--- src/rtl/srg_pkg.sv ---
`timescale 1ns/1ps
// Package: shared encodings for the serial rate generator.
// Assumes: the source-select encoding is fixed by the control register layout.
package srg_pkg;

    // Timing source encoding (two control bits)
    typedef enum logic [1:0] {
        SRC_SCLK  = 2'b00,
        SRC_SYS   = 2'b01,
        SRC_RXCLK = 2'b10,
        SRC_TXCLK = 2'b11
    } srg_src_e;

    // Number of asynchronous pins brought into the clock domain
    localparam int unsigned EXT_NUM = 4;

    // Index of each pin in the packed pin vector
    localparam int unsigned EXT_SCLK  = 0;
    localparam int unsigned EXT_RXCLK = 1;
    localparam int unsigned EXT_TXCLK = 2;
    localparam int unsigned EXT_RXFS  = 3;

endpackage

--- src/rtl/srg_sync_edge.sv ---
`timescale 1ns/1ps
// Module: srg_sync_edge
// Brings one asynchronous pin into the clk domain through STAGES flops.
// One more flop keeps history, and the selected edge is flagged as a
// one-cycle pulse.
// Assumes: the pin stays at each level for at least one clk period.
module srg_sync_edge #(
    parameter int unsigned STAGES = 2
) (
    input  logic clk,
    input  logic rst_n,
    input  logic pin,
    input  logic fall_sel,
    output logic edge_hit
);
    localparam int unsigned CHAIN_W = STAGES + 1;

    logic [CHAIN_W-1:0] chain_q;
    logic               now_lvl;
    logic               old_lvl;

    // Shift the pin through the synchronizer and history flops
    always_ff @(posedge clk) begin
        if (!rst_n) begin
            chain_q <= '0;
        end else begin
            chain_q <= {chain_q[CHAIN_W-2:0], pin};
        end
    end

    // Compare the synchronized level with the one before it
    always_comb begin
        now_lvl  = chain_q[STAGES-1];
        old_lvl  = chain_q[STAGES];
        edge_hit = fall_sel ? (old_lvl & ~now_lvl) : (now_lvl & ~old_lvl);
    end

endmodule

--- src/rtl/srg_src_mux.sv ---
`timescale 1ns/1ps
// Module: srg_src_mux
// Picks the timing source tick from the external edge pulses or the
// system clock.
// Assumes: the edge inputs are already one-cycle pulses in the clk domain.
module srg_src_mux
    import srg_pkg::*;
(
    input  logic [1:0] src_sel,
    input  logic       sclk_hit,
    input  logic       rxclk_hit,
    input  logic       txclk_hit,
    output logic       tick
);
    srg_src_e sel_e;

    // Four-way source selection
    always_comb begin
        sel_e = srg_src_e'(src_sel);
        unique case (sel_e)
            SRC_SCLK:  tick = sclk_hit;
            SRC_SYS:   tick = 1'b1;
            SRC_RXCLK: tick = rxclk_hit;
            SRC_TXCLK: tick = txclk_hit;
            default:   tick = 1'b0;
        endcase
    end

endmodule

--- src/rtl/srg_frame_timer.sv ---
`timescale 1ns/1ps
// Module: srg_frame_timer
// Turns source ticks into the bit enable and the frame marker.
// In normal framing a down-counter spaces the markers by period+1 ticks.
// In resync framing a receive frame-sync detection arms a restart.
// Assumes: resync_on and period are static outside reset.
module srg_frame_timer #(
    parameter int unsigned PERIOD_W = 12
) (
    input  logic                clk,
    input  logic                rst_n,
    input  logic                tick,
    input  logic                fsr_hit,
    input  logic                resync_on,
    input  logic [PERIOD_W-1:0] period,
    output logic                bit_en,
    output logic                frame_pulse
);
    logic [PERIOD_W-1:0] cnt_q;
    logic                live_q;
    logic                pend_q;
    logic                armed_q;
    logic                en_q;
    logic                fsg_q;
    logic                cnt_zero;

    assign cnt_zero = (cnt_q == '0);

    // Frame counter, marker level and resync sequencing
    always_ff @(posedge clk) begin
        if (!rst_n) begin
            cnt_q   <= '0;
            live_q  <= 1'b0;
            pend_q  <= 1'b0;
            armed_q <= 1'b0;
            en_q    <= 1'b0;
            fsg_q   <= 1'b0;
        end else begin
            en_q <= 1'b0;
            if (tick) begin
                if (resync_on) begin
                    if (pend_q) begin
                        en_q    <= 1'b1;
                        live_q  <= 1'b1;
                        armed_q <= 1'b1;
                        pend_q  <= 1'b0;
                        fsg_q   <= 1'b0;
                        cnt_q   <= period;
                    end else if (armed_q) begin
                        en_q    <= live_q;
                        fsg_q   <= 1'b1;
                        armed_q <= 1'b0;
                    end else begin
                        en_q    <= live_q;
                        fsg_q   <= 1'b0;
                    end
                end else if (cnt_zero) begin
                    en_q   <= 1'b1;
                    live_q <= 1'b1;
                    fsg_q  <= 1'b1;
                    cnt_q  <= period;
                end else begin
                    en_q   <= live_q;
                    fsg_q  <= 1'b0;
                    cnt_q  <= cnt_q - 1'b1;
                end
            end
            if (resync_on && fsr_hit) begin
                pend_q  <= 1'b1;
                armed_q <= 1'b0;
            end
        end
    end

    assign bit_en      = en_q;
    assign frame_pulse = fsg_q;

endmodule

--- src/rtl/serial_rate_gen.sv ---
`timescale 1ns/1ps
// Module: serial_rate_gen (top)
// Synchronizes the external pins, selects the timing source, runs the
// frame timer and chooses the transmit frame-sync source.
// Assumes: cfg_* inputs are static outside reset.
module serial_rate_gen
    import srg_pkg::*;
#(
    parameter int unsigned PERIOD_W    = 12,
    parameter int unsigned SYNC_STAGES = 2
) (
    input  logic                clk,
    input  logic                rst_n,
    input  logic                sclk_pin,
    input  logic                rxclk_pin,
    input  logic                txclk_pin,
    input  logic                rxfs_pin,
    input  logic                xmit_load,
    input  logic [1:0]          cfg_src_sel,
    input  logic                cfg_sclk_fall,
    input  logic                cfg_resync,
    input  logic                cfg_fsx_gen,
    input  logic                cfg_fsx_internal,
    input  logic [PERIOD_W-1:0] cfg_period,
    output logic                bit_en,
    output logic                frame_pulse,
    output logic                fsx_out
);
    logic [EXT_NUM-1:0] pins;
    logic [EXT_NUM-1:0] fall_mode;
    logic [EXT_NUM-1:0] hits;
    logic               tick;
    logic               resync_on;
    logic               load_q;

    // Pack the pins and give each its edge choice
    always_comb begin
        pins            = '0;
        pins[EXT_SCLK]  = sclk_pin;
        pins[EXT_RXCLK] = rxclk_pin;
        pins[EXT_TXCLK] = txclk_pin;
        pins[EXT_RXFS]  = rxfs_pin;
        fall_mode           = '0;
        fall_mode[EXT_SCLK] = cfg_sclk_fall;
    end

    // One synchronizer and edge detector per pin
    for (genvar gi = 0; gi < EXT_NUM; gi++) begin : g_sync
        srg_sync_edge #(
            .STAGES(SYNC_STAGES)
        ) u_sync (
            .clk     (clk),
            .rst_n   (rst_n),
            .pin     (pins[gi]),
            .fall_sel(fall_mode[gi]),
            .edge_hit(hits[gi])
        );
    end

    srg_src_mux u_mux (
        .src_sel  (cfg_src_sel),
        .sclk_hit (hits[EXT_SCLK]),
        .rxclk_hit(hits[EXT_RXCLK]),
        .txclk_hit(hits[EXT_TXCLK]),
        .tick     (tick)
    );

    // Resync applies only to the general-purpose pin
    assign resync_on = cfg_resync & (cfg_src_sel == SRC_SCLK);

    srg_frame_timer #(
        .PERIOD_W(PERIOD_W)
    ) u_timer (
        .clk        (clk),
        .rst_n      (rst_n),
        .tick       (tick),
        .fsr_hit    (hits[EXT_RXFS]),
        .resync_on  (resync_on),
        .period     (cfg_period),
        .bit_en     (bit_en),
        .frame_pulse(frame_pulse)
    );

    // Register the transmit-buffer load strobe
    always_ff @(posedge clk) begin
        if (!rst_n) begin
            load_q <= 1'b0;
        end else begin
            load_q <= xmit_load;
        end
    end

    // Transmit frame-sync source choice
    always_comb begin
        if (!cfg_fsx_internal) begin
            fsx_out = 1'b0;
        end else if (cfg_fsx_gen) begin
            fsx_out = frame_pulse;
        end else begin
            fsx_out = load_q;
        end
    end

endmodule

--- config.mk ---
export PLATFORM = sky130hd
export DESIGN_NAME = serial_rate_gen
export DESIGN_NICKNAME = d
export VERILOG_FILES = /design/src/rtl/srg_pkg.sv /design/src/rtl/srg_sync_edge.sv /design/src/rtl/srg_src_mux.sv /design/src/rtl/srg_frame_timer.sv /design/src/rtl/serial_rate_gen.sv
export SDC_FILE = /design/constraint.sdc
export NUM_CORES = 1
export LEC_CHECK = 0
export BUFFER_PORTS_ARGS = -buffer_cell sky130_fd_sc_hd__buf_2
export CAP_MARGIN = 20
export CORE_ASPECT_RATIO = 1.1
export CORE_MARGIN = 8
export CORE_UTILIZATION = 54
export DETAILED_ROUTE_END_ITERATION = 6
export PLACE_DENSITY = 0.81
export SETUP_SLACK_MARGIN = 0.3
export SYNTH_ARGS = -nofsm -noshare
export SYNTH_HDL_FRONTEND = slang
export SYNTH_SLANG_ARGS = --single-unit
--- constraint.sdc ---
create_clock -name clk -period 2.3 [get_ports clk]
set_clock_uncertainty 0.1 [all_clocks]
set_input_delay 0.345 -clock clk [delete_from_list [all_inputs] [get_ports clk]]
set_output_delay 0.345 -clock clk [all_outputs]
set_load 0.05 [all_outputs]
==> results.yml <==
die:
  pin_count: 28
  fp.dieW_um: 66.1
  fp-row-count: 20
  initial_utilization_pct: 55.2
  core_area_sq_mm: 0.00270
  die_area_sq_mm: 0.00470
  die_h_um: 71.1
synthesis:
  synth.area.mux_share_pct: 2.10
  synthArstFlopShare_pct: 0
  yosysUniqueCellTypes: 50
  syn-cell-area_sq_mm: 0.00149
  syn_inst: 173
  synth-xor-area-share_pct: 0
  synth_top_family_by_area: "simple AND/OR/NAND/NOR gates"
  synth_nets: 200
  synth_ff_type: "dfxtp_1"
  seq_area_frac_synth_pct: 40.3
  synth-simple-area-share_pct: 30.5
  yosysWarningCount: 0
  synth.ff_latch_count: 30
  avgSynthCellArea_sq_um: 8.62
  yosys.area_share.adder_pct: 1.68
  synth_edf_count: 0
  synth-compound-area-share_pct: 21.6
routing:
  first_iter_violations: 64
  ant_nets: 0
  viasPerCell: 5.88
  vias: 1411
  drt-wirelength-per-cell_um: 15.9
  route.detailed.drc: 0
  wirelength_um: 3820
  dr.pass1.iters: 5
timing:
  relSlewSlack_pct: 60.5
  maxSlewViolCount: 0
  fmax_ghz: 0.514
  grt_setup_unrepaired: "no"
  worst_pin_slew_ps: 590
  hold_viol: 0
  finalSetupTns_ps: 0
  layout_min_cycle_time_ps: 1950
  setup_violations: 0
  fin_crit_sh_pct: 84.6
  finalWorstSetupSlack_ps: 354
final_layout:
  diodes: 0
  drive_gt1_share_pct: 30.4
  final_common_cell: "dfxtp_1"
  mostFrequentLayoutCells: "dfxtp_1 (28), buf_2 (27), a21oi_1 (16)"
  area_delta_synth_final_pct: 26.7
  layout.nets: 233
worst_hold_path:
  hp-class: "primary input to register"
job:
  drv_cap: 0
power:
  clkPwrFrac_pct: 22.2
  seqPwrFrac_pct: 29.5
  ir_drop_mv: 0.960
  comb_power_share_pct: 48.4
  switching_share_pct: 38.2
  p_leak_nw: 0.756
  p_sw_mw: 0.964
  p_per_area_mw_per_mm2: 1340
  intPower_mw: 1.56
clock_tree:
  cts_num_sinks: 30
  tritoncts: "built"
  numCtsBuffers: 5
  htree_levels: 2
  root_buffer: "clkbuf_4"
  hold_buffers: 0
  cts_max_path_buffers: 2
  clk_latency_ps: 330
  clkSlewWorstSetupHoldPaths_ps: 100
outcome:
  status: "completed"
global_route:
  antenna_found_initial: 0
  first_global_vias: 1365
  gr-total-overflow: 0
  grt_pass1_wl_um: 6070
  grt_max_degree: 27
  grt_usage_pct: 16.2
worst_setup_path:
  start_kind: "register"
  critical_path_arrival_ps: 2110
  cp_max_fo: 5
  endpoint_kind: "register"
  critPathKind: "register to register"
  crit_required_ps: 2460
placed_design:
  place_ws_ps: 191
  place_congestion: 0.877
  dp.final_hpwl_um: 2610
  io_buffer_count: 27
==> worst max-delay path, stage by stage, from the launching register on <==
cell and delay, ps:
dfxtp_4 360, inv_2 80, ha_4 160, or4b_4 500, or3_4 350, nor3_2 110
a21oi_1 50, o22ai_1 160
==> metrics by stage <==
stage	power, mW	instances	utilization (%)	hold WS [ps]	area, sq um
global route	2.69	240	69.9	99.3	1890
floorplan	1.47	173	-	312	1490
global placement	1.66	229	61.7	313	1670
CTS	2.32	237	67.2	105	1820
detailed placement	1.68	229	61.7	321	1670
finish	2.53	240	69.9	114	1890
==> worst paths after layout <==
check	from	end	slack, ps	cells past startpoint
max	u_timer.cnt_q[0]	u_timer.cnt_q[10]	350	7
min	rxfs_pin	g_sync[3].u_sync.chain_q[0]	110	2
max reg2reg	u_timer.cnt_q[0]	u_timer.cnt_q[10]	350	7
min reg2reg	g_sync[1].u_sync.chain_q[0]	g_sync[1].u_sync.chain_q[1]	340	1
==> logic make-up after synthesis <==
logic type      count (synthesis)
flops                          30
simple gates                   72
buf+inv                        14
mux                             3
fa+ha+maj                       2
compound gates                 52
==> Yosys cell counts (3+ instances only) <==
| cell | count | area, sq um |
|---|---|---|
| clkbuf_1 | 7 | 26.3 |
| and2_1 | 15 | 93.8 |
| a21boi_0 | 4 | 30.0 |
| nor2b_1 | 4 | 25.0 |
| dfxtp_1 | 30 | 601 |
| nor3_1 | 6 | 30.0 |
| a211oi_1 | 3 | 22.5 |
| nand3_1 | 6 | 30.0 |
| nand2_1 | 11 | 41.3 |
| o22ai_1 | 6 | 37.5 |
| o21ai_0 | 11 | 55.1 |
| a21oi_1 | 16 | 80.1 |
| nor2_1 | 7 | 26.3 |
| inv_1 | 4 | 15.0 |
==> layout make-up <==
type / instances / area [sq um]
inverter: 5 / 18.8
timing repair buffer: 35 / 195
sequential: 30 / 606
multi-input combinational: 129 / 917
tap: 33 / 41.3
clock buffer: 6 / 51.3
fill: 222 / 813
clock inverter: 2 / 60.1
==> power groups by stage <==
stage	Clock [mW]	Sequential (mW)	Combinational (mW)
3_5_place_dp	0	0.726	0.957
6_report	0.560	0.745	1.22
3_3_place_gp	0	0.719	0.939
2_1_floorplan	0	0.718	0.756
4_1_cts	0.567	0.724	1.03
5_1_grt	0.596	0.756	1.33
==> flip-flops by register name, summed over array words and instances (netlist names) <==
register	count
load_q	1
g_sync.u_sync.chain_q	12
u_timer.cnt_q	12
u_timer.live_q	1
u_timer.armed_q	1
u_timer.pend_q	1
u_timer.frame_pulse	1
u_timer.bit_en	1
==> what timing repair did <==
item / 4_1_cts / 5_1_grt
buffers inserted: 0 / 3
resized for setup: 7 / 12
setup endpoints to repair: 9 / 11
pin swaps: 0 / 2
endpoints found under the hold margin: 0 / 0
==> per-layer routing <==
metal	GRT usage [%]	wire [um]	up-vias
met4	6.89	61	0
met1	18.2	1690	668
met2	27.0	1860	35
met3	5.21	211	8
met5	0	0	-
li1	-	-	700
(Power assumes the default switching activity.)
